**src/rtl/ole_pkg.sv**
```systemverilog
package ole_pkg;

    typedef enum logic [1:0] {
        ST_IDLE   = 2'd0,
        ST_LOOKUP = 2'd1,
        ST_WAIT   = 2'd2,
        ST_EMIT   = 2'd3
    } ole_state_e;

    // Candidate offset at list position idx: positive 2/3/5-smooth numbers
    // in ascending order, optionally interleaved with their negations.
    function automatic int smooth_offset(input int idx, input bit neg);
        int pos;
        int seen;
        int cand;
        int rem;
        int res;
        pos  = neg ? (idx / 2) : idx;
        seen = 0;
        cand = 0;
        res  = 1;
        while (seen <= pos) begin
            cand = cand + 1;
            rem  = cand;
            while ((rem % 2) == 0) rem = rem / 2;
            while ((rem % 3) == 0) rem = rem / 3;
            while ((rem % 5) == 0) rem = rem / 5;
            if (rem == 1) begin
                if (seen == pos) res = cand;
                seen = seen + 1;
            end
        end
        return (neg && ((idx % 2) == 1)) ? -res : res;
    endfunction

endpackage

```
**src/rtl/ole_offset_table.sv**
```systemverilog
module ole_offset_table #(
    parameter int LIST_N = 16,
    parameter int OFF_W  = 8,
    parameter bit NEG_EN = 1'b0,
    localparam int IDX_W = (LIST_N > 1) ? $clog2(LIST_N) : 1
) (
    input  logic [IDX_W-1:0]        idx,
    output logic signed [OFF_W-1:0] sel_off
);

    logic signed [OFF_W-1:0] tab [LIST_N];

    for (genvar g = 0; g < LIST_N; g++) begin : g_ent
        localparam int VAL = ole_pkg::smooth_offset(g, NEG_EN);
        assign tab[g] = OFF_W'(VAL);
    end

    assign sel_off = tab[idx];

endmodule

```
**src/rtl/ole_score_bank.sv**
```systemverilog
module ole_score_bank #(
    parameter int LIST_N  = 16,
    parameter int SCORE_W = 5,
    localparam int IDX_W  = (LIST_N > 1) ? $clog2(LIST_N) : 1
) (
    input  logic               clk,
    input  logic               rst_n,
    input  logic [IDX_W-1:0]   idx,
    input  logic               inc,
    input  logic               clr,
    output logic [SCORE_W-1:0] upd_score
);

    logic [SCORE_W-1:0] sc [LIST_N];
    logic [SCORE_W-1:0] cur;
    logic [SCORE_W-1:0] nxt;

    assign cur = sc[idx];
    assign nxt = (cur == {SCORE_W{1'b1}}) ? cur : cur + 1'b1;
    assign upd_score = inc ? nxt : cur;

    for (genvar g = 0; g < LIST_N; g++) begin : g_sc
        logic [SCORE_W-1:0] q;
        always_ff @(posedge clk) begin
            if (!rst_n) begin
                q <= '0;
            end else if (clr) begin
                q <= '0;
            end else if (inc && (idx == IDX_W'(g))) begin
                q <= nxt;
            end
        end
        assign sc[g] = q;
    end

endmodule

```
**src/rtl/ole_phase_ctrl.sv**
```systemverilog
module ole_phase_ctrl #(
    parameter int LIST_N    = 16,
    parameter int OFF_W     = 8,
    parameter int SCORE_W   = 5,
    parameter int SCORE_MAX = 15,
    parameter int ROUND_MAX = 31,
    parameter int BAD_SCORE = 1,
    localparam int IDX_W    = (LIST_N > 1) ? $clog2(LIST_N) : 1,
    localparam int RND_W    = $clog2(ROUND_MAX + 1)
) (
    input  logic                    clk,
    input  logic                    rst_n,
    input  logic                    upd,
    input  logic                    hit,
    input  logic [SCORE_W-1:0]      upd_score,
    input  logic signed [OFF_W-1:0] cur_off,
    output logic [IDX_W-1:0]        ptr,
    output logic signed [OFF_W-1:0] active_off,
    output logic                    issue_en,
    output logic                    phase_end
);

    logic [SCORE_W-1:0]      best_sc;
    logic signed [OFF_W-1:0] phase_off;
    logic [RND_W-1:0]        round_q;

    logic [SCORE_W-1:0]      new_best;
    logic signed [OFF_W-1:0] new_poff;
    logic [RND_W-1:0]        rnd_inc;
    logic                    last;
    logic                    better;

    assign better   = hit && (upd_score > best_sc);
    assign new_best = better ? upd_score : best_sc;
    assign new_poff = better ? cur_off : phase_off;
    assign last     = (ptr == IDX_W'(LIST_N - 1));
    assign rnd_inc  = round_q + 1'b1;
    assign phase_end = upd && last &&
                       ((new_best >= SCORE_W'(SCORE_MAX)) ||
                        (rnd_inc == RND_W'(ROUND_MAX)));

    always_ff @(posedge clk) begin
        if (!rst_n) begin
            ptr        <= '0;
            round_q    <= '0;
            best_sc    <= '0;
            phase_off  <= '0;
            active_off <= OFF_W'(1);
            issue_en   <= 1'b0;
        end else if (upd) begin
            if (last) begin
                ptr <= '0;
                if (phase_end) begin
                    active_off <= new_poff;
                    round_q    <= '0;
                    best_sc    <= '0;
                    phase_off  <= '0;
                    issue_en   <= 1'b1;
                end else begin
                    round_q   <= rnd_inc;
                    best_sc   <= new_best;
                    phase_off <= new_poff;
                    if (new_best <= SCORE_W'(BAD_SCORE)) begin
                        issue_en <= 1'b0;
                    end
                end
            end else begin
                ptr       <= ptr + 1'b1;
                best_sc   <= new_best;
                phase_off <= new_poff;
            end
        end
    end

endmodule

```
**src/rtl/offset_learn_engine.sv**
```systemverilog
module offset_learn_engine #(
    parameter int ADDR_W    = 32,
    parameter int LINE_BITS = 6,
    parameter int TAG_W     = 12,
    parameter int LIST_N    = 16,
    parameter int OFF_W     = 8,
    parameter bit NEG_EN    = 1'b0,
    parameter int SCORE_MAX = 15,
    parameter int ROUND_MAX = 31,
    parameter int BAD_SCORE = 1,
    localparam int IDX_W    = (LIST_N > 1) ? $clog2(LIST_N) : 1,
    localparam int LIM      = (SCORE_MAX > ROUND_MAX) ? SCORE_MAX : ROUND_MAX,
    localparam int SCORE_W  = $clog2(LIM + 1)
) (
    input  logic              clk,
    input  logic              rst_n,
    input  logic              acc_valid,
    output logic              acc_ready,
    input  logic [ADDR_W-1:0] acc_addr,
    output logic              rr_req_valid,
    output logic [TAG_W-1:0]  rr_req_tag,
    input  logic              rr_rsp_valid,
    input  logic              rr_rsp_hit,
    output logic              pf_valid,
    output logic [ADDR_W-1:0] pf_addr
);
    import ole_pkg::*;

    ole_state_e state_q;
    ole_state_e state_d;

    logic [ADDR_W-1:0]       addr_q;
    logic [TAG_W-1:0]        tag_q;
    logic                    accept;
    logic                    upd;
    logic [IDX_W-1:0]        ptr;
    logic signed [OFF_W-1:0] sel_off;
    logic signed [OFF_W-1:0] active_off;
    logic [SCORE_W-1:0]      upd_score;
    logic                    issue_en;
    logic                    phase_end;

    assign accept = (state_q == ST_IDLE) && acc_valid;
    assign upd    = (state_q == ST_WAIT) && rr_rsp_valid;

    // State register
    always_ff @(posedge clk) begin
        if (!rst_n) begin
            state_q <= ST_IDLE;
        end else begin
            state_q <= state_d;
        end
    end

    // Transitions
    always_comb begin
        state_d = state_q;
        unique case (state_q)
            ST_IDLE:   if (acc_valid)    state_d = ST_LOOKUP;
            ST_LOOKUP:                   state_d = ST_WAIT;
            ST_WAIT:   if (rr_rsp_valid) state_d = ST_EMIT;
            ST_EMIT:                     state_d = ST_IDLE;
            default:                     state_d = ST_IDLE;
        endcase
    end

    // Outputs
    always_comb begin
        acc_ready    = 1'b0;
        rr_req_valid = 1'b0;
        pf_valid     = 1'b0;
        unique case (state_q)
            ST_IDLE:   acc_ready    = 1'b1;
            ST_LOOKUP: rr_req_valid = 1'b1;
            ST_WAIT:   ;
            ST_EMIT:   pf_valid     = issue_en;
            default:   ;
        endcase
    end

    // Access capture
    always_ff @(posedge clk) begin
        if (!rst_n) begin
            addr_q <= '0;
            tag_q  <= '0;
        end else if (accept) begin
            addr_q <= acc_addr;
            tag_q  <= TAG_W'(acc_addr >> LINE_BITS);
        end
    end

    assign rr_req_tag = tag_q - TAG_W'(sel_off);
    assign pf_addr    = addr_q + (ADDR_W'(active_off) << LINE_BITS);

    ole_offset_table #(
        .LIST_N (LIST_N),
        .OFF_W  (OFF_W),
        .NEG_EN (NEG_EN)
    ) u_table (
        .idx     (ptr),
        .sel_off (sel_off)
    );

    ole_score_bank #(
        .LIST_N  (LIST_N),
        .SCORE_W (SCORE_W)
    ) u_scores (
        .clk       (clk),
        .rst_n     (rst_n),
        .idx       (ptr),
        .inc       (upd && rr_rsp_hit),
        .clr       (phase_end),
        .upd_score (upd_score)
    );

    ole_phase_ctrl #(
        .LIST_N    (LIST_N),
        .OFF_W     (OFF_W),
        .SCORE_W   (SCORE_W),
        .SCORE_MAX (SCORE_MAX),
        .ROUND_MAX (ROUND_MAX),
        .BAD_SCORE (BAD_SCORE)
    ) u_phase (
        .clk        (clk),
        .rst_n      (rst_n),
        .upd        (upd),
        .hit        (rr_rsp_hit),
        .upd_score  (upd_score),
        .cur_off    (sel_off),
        .ptr        (ptr),
        .active_off (active_off),
        .issue_en   (issue_en),
        .phase_end  (phase_end)
    );

endmodule

```
**config.mk**
```make
export PLATFORM = sky130hd
export DESIGN_NAME = offset_learn_engine
export DESIGN_NICKNAME = d
export VERILOG_FILES = /design/src/rtl/ole_pkg.sv /design/src/rtl/ole_offset_table.sv /design/src/rtl/ole_score_bank.sv /design/src/rtl/ole_phase_ctrl.sv /design/src/rtl/offset_learn_engine.sv
export SDC_FILE = /design/constraint.sdc
export NUM_CORES = 1
export LEC_CHECK = 0
export ABC_AREA = 1
export BUFFER_PORTS_ARGS = -buffer_cell sky130_fd_sc_hd__buf_2
export CORE_MARGIN = 2
export CORE_UTILIZATION = 46
export CTS_CLUSTER_SIZE = 25
export DETAILED_ROUTE_END_ITERATION = 16
export HOLD_SLACK_MARGIN = 0.03
export PLACE_DENSITY = 0.65
export SKIP_CTS_REPAIR_TIMING = 1
export SYNTH_ARGS = -nofsm -noshare
export SYNTH_HDL_FRONTEND = slang
export SYNTH_SLANG_ARGS = --single-unit
```
**constraint.sdc**
```tcl
create_clock -name clk -period 3.8 [get_ports clk]
set_clock_uncertainty 0.15 [all_clocks]
set_input_delay 0.57 -clock clk [delete_from_list [all_inputs] [get_ports clk]]
set_output_delay 0.57 -clock clk [all_outputs]
set_load 0.02 [all_outputs]
```
---- Yosys cells after proc, flatten, opt, wreduce, memory -nomap -nowiden ----
Memories as Yosys holds them, arrays and structs flattened.
Index checks and enable logic that the tools add are counted.
storage, ports and cells
  bits in writable memories ............... 0
  output and inout port bits .............. 47
  register bits ........................... 157
  bits in latches ......................... 0
  memories kept ........................... 1
  memory bits (read-only) ................. 128
memories
  memory           depth  bits a word  read ports  clocked after Yosys merged registers in  wr ports  RTL line                text
  (no name shown)  16     8            1           0                                        0         ole_offset_table.sv:18  assign sel_off = tab[idx];
operators by class
  reductions and logical operators ........ 31
  shift operators ......................... 0
  multipliers ............................. 0
  divide/modulo/power cells ............... 0
  order comparisons ....................... 4
  mux-type cells .......................... 23
  bitwise logic cells ..................... 2
  eq/ne operators ......................... 22
  add/subtract/negate cells ............... 5
operators with widths
  operator               number
  $mux W5                8
  $mux W8                5
  $add A32 B32 Y32       1
  $eq A4 B4 Y1 const B   8
  $logic_and A1 B1 Y1    22
  $bmux W5 S4            1
  $eq A4 B3 Y1 const B   4
  $sub A12 B12 Y12       1
  $add A5 B1 Y5 const B  2
  $eq A5 B5 Y1 const B   2
  $eq A4 B2 Y1 const B   2
  $pmux W2 S4            1
  $reduce_and A3 Y1      2
  $ge A5 B4 Y1 const B   1
  $ge A5 B5 Y1 const B   1
  $gt A5 B5 Y1           1
  $le A5 B1 Y1 const B   1
  $mux W1                5
  $not A4 Y5             1
  $add A4 B1 Y4 const B  1
  $eq A2 B2 Y1 const B   2
  $eq A4 B1 Y1 const B   1
  $logic_not A4 Y1       1
  $mux W2                2
  9 further kinds        11

---- Depth between registers and ports, before layout ----
Gate-level depths: netlist of run 1.
  depth after elaboration ................. 15
  mapped depth ............................ 36
  mapped depth without buffers ............ 34

---- Cells and area by module ----
A second synthesis of run 1 with hierarchy kept.
unflattened totals
  cell total of the unflattened synthesis .. 1624
  area, all modules ....................... 9989.6 um^2
by module, submodules not included
  module               times used  area an instance (um^2)  cells each  seq. area each (um^2)
  ole_score_bank       1           4361.7                   724         1601.5
  offset_learn_engine  1           3663.5                   628         680.7
  ole_phase_ctrl       1           1749.2                   232         620.6
  ole_offset_table     1           215.2                    40          0.0

---- Worst setup path before layout of run 1 ----
No wires, ideal clock.
  path type ............................... flip-flop to flip-flop
  from .................................... register u_phase.ptr[0]
  to ...................................... register u_scores.g_sc[7].q[4]
  path slack .............................. -0.289 ns
  stages on the path, launching flop included .. 35
  period minus slack after synthesis ...... 4.089 ns
  data arrival time ....................... 3.875 ns
  setup time .............................. 0.064 ns
  required time ........................... 3.586 ns
  cells stage by stage .................... dfxtp_1 > buf_4 > buf_4 > nor2_1 > nor3_1 > nor2_1 > nand2_1 > nand2_1 > inv_2 > ha_1 > inv_1 > nor2_8 > nand3_2 > nand2_1 > nand3_1 > nand2_1 > ha_1 > inv_1 > nor2_1 > nor2_1 > nor2_1 > o21a_1 > o21ai_0 > nand2_1 > nand2_1 > inv_1 > nand2_1 > o21ai_1 > a31oi_1 > nand2_2 > nand2_4 > nand2_2 > buf_6 > buf_6 > nor2_1
on the way
  longest elaborated chain between the ends .. 14
ends and longest elaborated chain
  item                                                  RTL line              text
  start: declaration                                    ole_phase_ctrl.sv:17  output logic [IDX_W-1:0] ptr,
  start signal: assignment                              ole_phase_ctrl.sv:68  ptr <= ptr + 1'b1;
  $not A4 Y5 (implied by the code)                      ole_score_bank.sv:18  assign cur = sc[idx];
  $bmux W5 S4                                           ole_score_bank.sv:18
  $mux W5 (implied by the code) (2 in a row)            ole_score_bank.sv:18
  $add A5 B1 Y5 / $eq A5 B5 Y1 (equally long branches)  ole_score_bank.sv:19  assign nxt = (cur == {SCORE_W{1'b1}}) ? cur : cur + 1'b1;
  $mux W5                                               ole_score_bank.sv:19
  $mux W5                                               ole_score_bank.sv:20  assign upd_score = inc ? nxt : cur;
  $gt A5 B5 Y1                                          ole_phase_ctrl.sv:33  assign better = hit && (upd_score > best_sc);
  $logic_and A1 B1 Y1                                   ole_phase_ctrl.sv:33
  $mux W5                                               ole_phase_ctrl.sv:34  assign new_best = better ? upd_score : best_sc;
  $ge A5 B4 Y1                                          ole_phase_ctrl.sv:39  ((new_best >= SCORE_W'(SCORE_MAX)) ||
  $logic_or A1 B1 Y1                                    ole_phase_ctrl.sv:39
  $logic_and A1 B1 Y1                                   ole_phase_ctrl.sv:38  assign phase_end = upd && last &&
  $reduce_or A2 Y1 (no source line)                     n/a
  end signal: assignment                                ole_score_bank.sv:30  q <= nxt;
  end: declaration                                      ole_score_bank.sv:23  logic [SCORE_W-1:0] q;
Parallel ways exist; a longest one is shown, timed or not. The select of a mux whose other input is x is not followed.
A chain may end at the register's enable or synchronous reset.

---- Worst setup path in the final report of run 1 ----
  from .................................... register u_phase.ptr[1]
  to ...................................... register u_scores.g_sc[1].q[2]
on the way
  longest elaborated chain between the ends .. 14
ends and longest elaborated chain
  item                                                  RTL line
  $not A4 Y5 (implied by the code)                      ole_score_bank.sv:18
  $bmux W5 S4                                           ole_score_bank.sv:18
  $mux W5 (implied by the code) (2 in a row)            ole_score_bank.sv:18
  $add A5 B1 Y5 / $eq A5 B5 Y1 (equally long branches)  ole_score_bank.sv:19
  $mux W5                                               ole_score_bank.sv:19
  $mux W5                                               ole_score_bank.sv:20
  $gt A5 B5 Y1                                          ole_phase_ctrl.sv:33
  $logic_and A1 B1 Y1                                   ole_phase_ctrl.sv:33
  $mux W5                                               ole_phase_ctrl.sv:34
  $ge A5 B4 Y1                                          ole_phase_ctrl.sv:39
  $logic_or A1 B1 Y1                                    ole_phase_ctrl.sv:39
  $logic_and A1 B1 Y1                                   ole_phase_ctrl.sv:38
  $reduce_or A2 Y1 (no source line)                     n/a
  end signal: assignment                                ole_score_bank.sv:30
  end: declaration                                      ole_score_bank.sv:23
Parallel ways exist; a longest one is shown, timed or not. The select of a mux whose other input is x is not followed.

==> flow_summary.toml, run 1 <==
[yosys]
synth_nets = 1375
yosys_warnings = 0
synth_xor_area_frac = 0.0403
synthCells = 1289
synth-seq-area-share = 0.343
synth_fa_ha_area_frac = 0.0742
synthMuxAreaShare = 0
synth_top_family_by_area = "simple AND/OR/NAND/NOR gates"
yosys.area_share.simple = 0.298
synth_seq_cells = 145
synth-compound-area-share = 0.139
synth_top_cell_by_area = "dfxtp_1"
synth_top_area_share = 0.343
syn_area_per_cell_um2 = 6.57
netlist_area_um2 = 8470
synth_area_leaders = "dfxtp_1 (34%), nand2_1 (13%), nor2_1 (9.8%)"
ys_types = 39

[timing]
fin_crit_sh = 1.08
finalMaxSlewViolations = 0
slew_headroom = 0.370
setup_viol = 114
max_clock_freq_mhz = 244
hold_violations = 0
fin_ws_ps = -299
setup_tns_ps = -29380
fin_crit_ps = 4100
worstMarginPinSlew_ps = 945
rsz0062_at_grt = "true"
holdWs_ps = 250

[layout]
final_core_util = 0.618
drive_above_1_share = 0.247
num-fill-cells = 1666
antennaDiodeCount = 0
regArea_um2 = 2920
final_cells = 1688
syn2layout_area_growth_pct = 31.6
nets = 1533
fin_area_um2 = 11100
multi_input_area_um2 = 5170

[floorplanning]
die_h_um = 140
core_um2 = 18000
die_x_um = 140
pin_count = 84
initial_core_util = 0.470
die_area_um2 = 19500
rows = 49

[setup_path]
end_kind = "flop"
max_stage_delay_ps = 370
cp_max_fo = 7
worstPathRequired_ps = 4020
r2r_end = "u_scores.g_sc[1].q[2]"
worstSetupStartpointType = "flop"
crit_top_cell = "nand2_2"
r2r_start = "u_phase.ptr[1]"
critical_path_arrival_ps = 4320
critPathKind = "reg -> reg"
worst_r2r_path_depth = 32
reg2reg_slack_ps = -300
crit_slowest_cell = "dfxtp_4"
critPathBufInv = 6
critPathTopFamily = "simple AND/OR/NAND/NOR gates"

[placement]
port_buffers = 83
dp_slack_ps = -263
post-place-cells = 1631
placed_cell_area_um2 = 9570
hpwl_um = 15700
gp_congestion = 0.918

[global_route]
antenna_found_initial = 0
globalRouteOverflowTotal = 0
grt_pass1_vias = 7813
grtUsageTotal = 0.230
grt_start_max_net_pins = 54
grt_pass1_wl_um = 37000

[hold_path]
worstHoldPathCells = 3
min_path_type = "in -> reg"
worstHoldStart = "acc_addr[2]"
holdPathEnd = "addr_q[2]"

[clock_network]
cts.sinks = 145
cts_buffers = 17
path_clk_slew_ps = 60
cts_buffer_depth = 2
cts_tree = "yes"
htreeDepth = 4
cts-root-buf = "clkbuf_16"
clock_latency_ps = 430

[power_and_ir_drop]
peakVddDrop_v = 0.000492
cellPowerDensity_nw_per_um2 = 583
p_leak_nw = 5.14
power.total_mw = 6.49

[routing]
wl_um = 24200
final_antenna_net_count = 0
drtPass1Iterations = 5
viasPerCell = 5.09
first_iter_violations = 434
vias = 8599
wl_per_cell_um = 14.3
drc = 0

[status]
violations = "setup timing"
status = "complete, but fails checks"

[job]
maxCapViolations = 0
==> tightest hold or removal path, delay by kind of cell <==
| family | cells | cell delay, ps |
|---|---|---|
| simple gates | 1 | 80 |
| buf+inv | 1 | 70 |
| compound gates | 1 | 70 |
==> sequential cells by signal, summed over array words and instances, names as in the netlist <==
| name | flops |
|---|---|
| u_scores.g_sc.q | 80 |
| addr_q | 32 |
| u_phase.active_off | 8 |
| u_phase.phase_off | 8 |
| u_phase.best_sc | 5 |
| u_phase.round_q | 5 |
| u_phase.ptr | 4 |
| state_q | 2 |
| u_phase.issue_en | 1 |
==> Yosys cell counts <==
| cell | number |
|---|---|
| nand4_1 | 6 |
| xor2_1 | 31 |
| and2_1 | 1 |
| ha_1 | 47 |
| o21a_1 | 5 |
| nor4_1 | 3 |
| dfxtp_1 | 145 |
| a211oi_1 | 2 |
| inv_2 | 6 |
| a21oi_4 | 1 |
| o221ai_1 | 2 |
| nor2_8 | 1 |
| clkinv_1 | 2 |
| nand2_4 | 1 |
| a221oi_1 | 2 |
| buf_6 | 6 |
| xnor2_1 | 8 |
| inv_1 | 154 |
| nand3b_1 | 1 |
| nor3_1 | 6 |
| nand3_1 | 72 |
| nand3_2 | 2 |
| o21ai_1 | 1 |
| or2_2 | 1 |
| nor2_4 | 2 |
| o22ai_1 | 2 |
| buf_1 | 3 |
| a21oi_1 | 59 |
| fa_1 | 2 |
| o21ai_0 | 137 |
| clkbuf_1 | 21 |
| buf_2 | 12 |
| o21bai_1 | 5 |
| a21o_1 | 2 |
| nand2_1 | 299 |
| buf_4 | 10 |
| nor2_1 | 222 |
| a31oi_1 | 3 |
| nand2_2 | 4 |
==> cells by family (layout without fill, tap and decap cells) <==
| group | after synthesis | after routing |
|---|---|---|
| flops | 145 | 145 |
| buf+inv | 214 | 383 |
| fa+ha+maj | 49 | 49 |
| simple gates | 621 | 622 |
| xor+xnor | 39 | 39 |
| compound gates | 221 | 221 |
==> per-layer routing <==
metal  routed length [um]  GRT usage  up-vias
met3                 1560     0.0437       35
li1                     -          -     4393
met1                10800      0.296     3898
met4                  407     0.0800        0
met2                11500      0.385      273
met5                    0          0        -
==> area by class of cell <==
class	count	share of cell area
Timing Repair Buffer	190	0.138
Clock inverter	11	0.0145
Clock buffer	20	0.0410
Multi-Input combinational cell	931	0.464
Tap cell	229	0.0257
Inverter	162	0.0555
Sequential cell	145	0.262
==> cell usage in the layout, fill, tap and decap left out, drive strengths merged <==
master,instances
xor2,31
dfxtp,145
nand3b,1
bufinv,4
o21ai,138
and2,1
a31oi,3
nor4,3
buf,181
or2,1
nand2,305
clkinv,8
a211oi,2
nand4,6
nand3,74
xnor2,8
a221oi,2
clkinvlp,1
o221ai,2
inv,160
a21o,2
o21a,5
o21bai,5
nor3,6
ha,47
nor2,225
fa,2
o22ai,2
clkbuf,29
a21oi,60
==> how the worst max path moves through the flow <==
stage / from / endpoint / cells past startpoint
after floorplan: u_phase.ptr[0] / u_scores.g_sc[7].q[4] / 35
after global placement: u_phase.ptr[0] / rr_req_tag[8] / 15
after detailed placement: u_phase.ptr[1] / u_phase.phase_off[6] / 32
after CTS: u_phase.ptr[1] / rr_req_tag[8] / 14
after global routing: u_phase.ptr[1] / u_phase.active_off[7] / 35
final: u_phase.ptr[1] / u_scores.g_sc[1].q[2] / 32
==> power breakdown <==
part           total (mW)  internal (mW)  switching, mW  leakage [nW]
logic                2.96           1.19           1.76          3.65
clock network        1.78           1.12          0.660         0.305
registers            1.75           1.66         0.0957          1.18
total                6.49           3.97           2.52          5.14
No activity file was read; power rests on OpenSTA's default activity.
==> run 2, diff against run 1 <==
--- a/constraint.sdc
+++ b/constraint.sdc
@@ -3,3 +3,3 @@
 set_input_delay 0.57 -clock clk [delete_from_list [all_inputs] [get_ports clk]]
 set_output_delay 0.57 -clock clk [all_outputs]
-set_load 0.02 [all_outputs]
+set_load 0.05 [all_outputs]
==> flow_summary.toml, run 2 (synthesis results as in run 1) <==
[status]
status = "complete, but fails checks"
violations = "setup timing"

[timing]
setup_tns_ps = -32180
finalMaxSlewViolations = 0
fin_ws_ps = -411
worstMarginPinSlew_ps = 1030
hold_violations = 0
slew_headroom = 0.311
fin_crit_sh = 1.11
rsz0062_at_grt = "true"
setup_viol = 115
max_clock_freq_mhz = 237
fin_crit_ps = 4210

[layout]
layout_common_cells = "nand2_1 (265), nor2_1 (155), inv_1 (146), dfxtp_1 (138), o21ai_0 (129)"
syn2layout_area_growth_pct = 36.9
drive_above_1_share = 0.287
nets = 1550
regArea_um2 = 2920
multi_input_area_um2 = 5510
antennaDiodeCount = 0
regMostFlops = "u_scores.g_sc.q"
final_core_util = 0.643
final_common_cell = "nand2_1"
num-fill-cells = 1604
top_regs = "u_scores.g_sc.q (80), addr_q (32)"
largest_register_ffs = 80

[setup_path]
r2r_start = "u_phase.ptr[0]"
critPathTopFamily = "adder cells"
cp-endpoint = "rr_req_tag[10]"
max_stage_delay_ps = 390
worst_r2r_path_depth = 33
crit_path_start = "u_phase.ptr[1]"
critPathBufInv = 4
r2r_end = "u_scores.g_sc[12].q[1]"
critical_path_depth = 15
crit_slowest_cell = "dfxtp_4"
crit_chain = "clkinvlp_4, ha_4, buf_6, nand2_4, nand2_4, o221ai_4, buf_6, fa_2, a21o_1, a21oi_2, o21ai_2, nor3_2, nand3_2, xor2_4, buf_6"
critical_path_arrival_ps = 3490
end_kind = "output pin"
cp_max_fo = 8
worstPathRequired_ps = 3080
critPathKind = "reg -> out"
worstSetupStartpointType = "flop"
reg2reg_slack_ps = -350
crit_top_cell = "buf_6"

[routing]
first_iter_violations = 515
drtPass1Iterations = 5
vias = 8791
wl_um = 25300
wl_per_cell_um = 14.8
drc = 0
final_antenna_net_count = 0
viasPerCell = 5.16

[clock_network]
htreeDepth = 4
cts.sinks = 145
cts-root-buf = "clkbuf_16"
cts_tree = "yes"
cts_buffer_depth = 2
clock_latency_ps = 430
path_clk_slew_ps = 60
cts_buffers = 17

[floorplanning]
core_um2 = 18000
initial_core_util = 0.470
die_h_um = 140
pin_count = 84
rows = 49
die_area_um2 = 19500
die_x_um = 140

[job]
maxCapViolations = 0

[global_route]
grt_pass1_vias = 7748
antenna_found_initial = 0
grt_pass1_wl_um = 36600
grtUsageTotal = 0.227
globalRouteOverflowTotal = 0
grt_start_max_net_pins = 49

[placement]
port_buffers = 83
hpwl_um = 15900
gp_congestion = 0.884

[power_and_ir_drop]
peakVddDrop_v = 0.000777
cellPowerDensity_nw_per_um2 = 614
p_leak_nw = 5.17

[hold_path]
min_path_type = "in -> reg"
## run 2: cell count changes in the layout (fill, tap and decap cells not counted), moves of 5 or more
cell        delta
nor2_4        +25
buf_6          +7
nor2_1        -24
o21ai_0        +5
clkinvlp_4     +7
nand2_1       -15
nand2_2       +13
xor2_1         -5
buf_4         +10
## run 2: metal layers
| layer | track usage | wire length [um] | part of all wire |
|---|---|---|---|
| met1 | 0.292 | 10900 | 0.43 |
| met2 | 0.394 | 12300 | 0.49 |
| met3 | 0.0447 | 1550 | 0.061 |
| met4 | 0.0516 | 551 | 0.022 |
| met5 | 0 | 0 | 0 |
## run 2: final cells by class
cell class / instances / share of cell area
tap: 229 / 0.0247
multi-input combinational: 931 / 0.475
inverter: 162 / 0.0541
clock buffer: 18 / 0.0370
clock inverter: 13 / 0.00809
sequential: 145 / 0.252
timing repair buffer: 207 / 0.149
## run 2: worst min-delay path by stage
| stage | cells past startpoint | start | endpoint |
|---|---|---|---|
| 2_1_floorplan | 2 | u_phase.phase_off[6] | u_phase.phase_off[6] |
| 3_3_place_gp | 2 | u_phase.phase_off[5] | u_phase.phase_off[5] |
| 3_5_place_dp | 2 | u_phase.phase_off[7] | u_phase.phase_off[7] |
| 4_1_cts | 3 | acc_addr[0] | addr_q[0] |
| 5_1_grt | 3 | acc_addr[11] | addr_q[11] |
| 6_report | 3 | acc_addr[1] | addr_q[1] |
## run 2: where the power goes
group / switching, mW / total (mW) / internal, mW
registers: 0.106 / 1.76 / 1.66
logic: 2.46 / 3.84 / 1.38
clock network: 0.687 / 1.51 / 0.827
total: 3.25 / 7.12 / 3.87
## run 2: worst reg2reg max path, delay by kind of cell, from the launching register on
family / cells / cell delay [ps]
and+or+nand+nor: 20 / 1850
buffers and inverters: 7 / 720
AOI/OAI and AO/OA: 4 / 520
adders and majority gates: 2 / 450
DFF: 1 / 420
## run 2: per-stage QoR
stage / instance area, um^2 / hold slack (ps) / instances / power (mW) / worst slack [ps]
after floorplan: 8550 / 265 / 1289 / 4.06 / -57.3
after global placement: 9650 / 271 / 1636 / 4.98 / -151
after detailed placement: 9650 / 281 / 1636 / 5.01 / -272
after CTS: 10200 / 243 / 1667 / 6.53 / -749
after global routing: 11600 / 266 / 1705 / 7.48 / -605
final: 11600 / 259 / 1705 / 7.12 / -411
==> run 3, diff against run 2 <==
CORE_MARGIN = 8   (was 2)
SKIP_CTS_REPAIR_TIMING = default   (was 1)
SLEW_MARGIN = 20   (was default)
==> flow_summary.toml, run 3 (synthesis results as in run 1) <==
[timing]
fin_crit_ps = 4080
setup_tns_ps = -23960
finalMaxSlewViolations = 0
rsz0062_at_grt = "true"
fin_ws_ps = -280
max_clock_freq_mhz = 245
worstMarginPinSlew_ps = 1040
hold_violations = 0
slew_headroom = 0.304
fin_crit_sh = 1.07
setup_viol = 114

[setup_path]
reg2reg_slack_ps = -280
crit_slowest_cell = "dfxtp_4"
worst_r2r_path_depth = 32
critPathKind = "reg -> reg"
r2r_end = "u_scores.g_sc[14].q[3]"
worstSetupStartpointType = "flop"
worstPathRequired_ps = 4020
cp_max_fo = 7
critical_path_arrival_ps = 4300
r2r_start = "u_phase.ptr[0]"
end_kind = "flop"
crit_top_cell = "nand2_2"
max_stage_delay_ps = 400

[routing]
drt-met1-wl_um = 10900
dr.max_layer_used = "met4"
wl_met2_um = 12400
drtPass1Iterations = 7
first_iter_violations = 668
drc = 0
wl_per_cell_um = 14.9
viasPerCell = 5.11
final_antenna_net_count = 0
met3_length_um = 1580
vias = 8818
wl_um = 25700

[status]
status = "complete, but fails checks"
violations = "setup timing"

[clock_network]
cts_tree = "yes"
cts-root-buf = "clkbuf_16"
cts_buffer_depth = 2
htreeDepth = 4
clock_latency_ps = 440
cts.sinks = 145
cts_buffers = 17
path_clk_slew_ps = 60

[floorplanning]
die_x_um = 152
die_h_um = 152
initial_core_util = 0.470
die_area_um2 = 23000
core_um2 = 18000
pin_count = 84
rows = 49

[layout]
regMostFlops = "u_scores.g_sc.q"
nets = 1569
final_common_cell = "nand2_1"
layout_common_cells = "nand2_1 (278), nor2_1 (176), inv_1 (144), dfxtp_1 (137), o21ai_0 (125)"
drive_above_1_share = 0.278
syn2layout_area_growth_pct = 39.5
antennaDiodeCount = 0
fin_area_um2 = 11800
largest_register_ffs = 80
final_core_util = 0.655
top_regs = "u_scores.g_sc.q (80), addr_q (32)"

[power_and_ir_drop]
peakVddDrop_v = 0.000587
cellPowerDensity_nw_per_um2 = 636
p_leak_nw = 5.33
power.total_mw = 7.51

[job]
maxCapViolations = 0

[hold_path]
min_path_type = "in -> reg"
worstHoldStart = "acc_addr[3]"
holdPathEnd = "addr_q[3]"
worstHoldPathCells = 3

[global_route]
globalRouteOverflowTotal = 0
grt_start_max_net_pins = 43
antenna_found_initial = 0
grt_pass1_wl_um = 38400
grtUsageTotal = 0.207
grt_pass1_vias = 8212

[placement]
placed_cell_area_um2 = 9660
hpwl_um = 16300
gp_congestion = 0.890
port_buffers = 83
dp_slack_ps = -324
run 3: how the worst max path moves through the flow:
stage / from / to / slack [ps] / cells after the start
2_1_floorplan: u_phase.ptr[1] / rr_req_tag[10] / -60 / 13
3_3_place_gp: u_phase.ptr[1] / rr_req_tag[10] / -260 / 14
3_5_place_dp: u_phase.ptr[1] / rr_req_tag[10] / -320 / 14
4_1_cts: u_phase.ptr[0] / rr_req_tag[8] / -180 / 15
5_1_grt: u_phase.ptr[0] / u_scores.g_sc[10].q[2] / -520 / 34
6_report: u_phase.ptr[0] / u_scores.g_sc[14].q[3] / -280 / 32
run 3: timing repair:
| item | CTS | global route |
|---|---|---|
| buffers inserted | 22 | 26 |
| resized for setup | 85 | 150 |
| setup endpoints to repair | 124 | 121 |
| cloned | 4 | 11 |
| hold buffers | 0 | 0 |
| pin swaps | 18 | 54 |
run 3: final cells by class:
cell class                 count  area, um^2
clock buffer                  19         453
clock inverter                12         181
tap                          229         287
fill                        1553        6210
inverter                     162         628
sequential                   145        2920
timing repair buffer         225        1880
multi-input combinational    932        5470
run 3: through the flow:
step | cells | hold slack [ps]
2_1_floorplan | 1289 | 265
3_3_place_gp | 1632 | 271
3_5_place_dp | 1632 | 275
4_1_cts | 1687 | 240
5_1_grt | 1724 | 255
6_report | 1724 | 249
run 3: where the power goes:
part / leakage, nW / switching (mW) / internal (mW)
registers: 1.18 / 0.105 / 1.66
clock network: 0.298 / 0.682 / 1.13
logic: 3.85 / 2.48 / 1.46
run 3: critical path, delay by kind of cell, from the launching register on:
family,cells,cell delay [ps]
compound gates,4,500
fa+ha+maj,1,240
buf+inv,8,910
flops,1,400
simple gates,19,1780
run 3: metal layers:
metal / track usage / vias to the layer above
li1: - / 4457
met1: 0.252 / 4020
met2: 0.352 / 278
met3: 0.0383 / 63
met4: 0.0892 / 0
met5: 0 / -
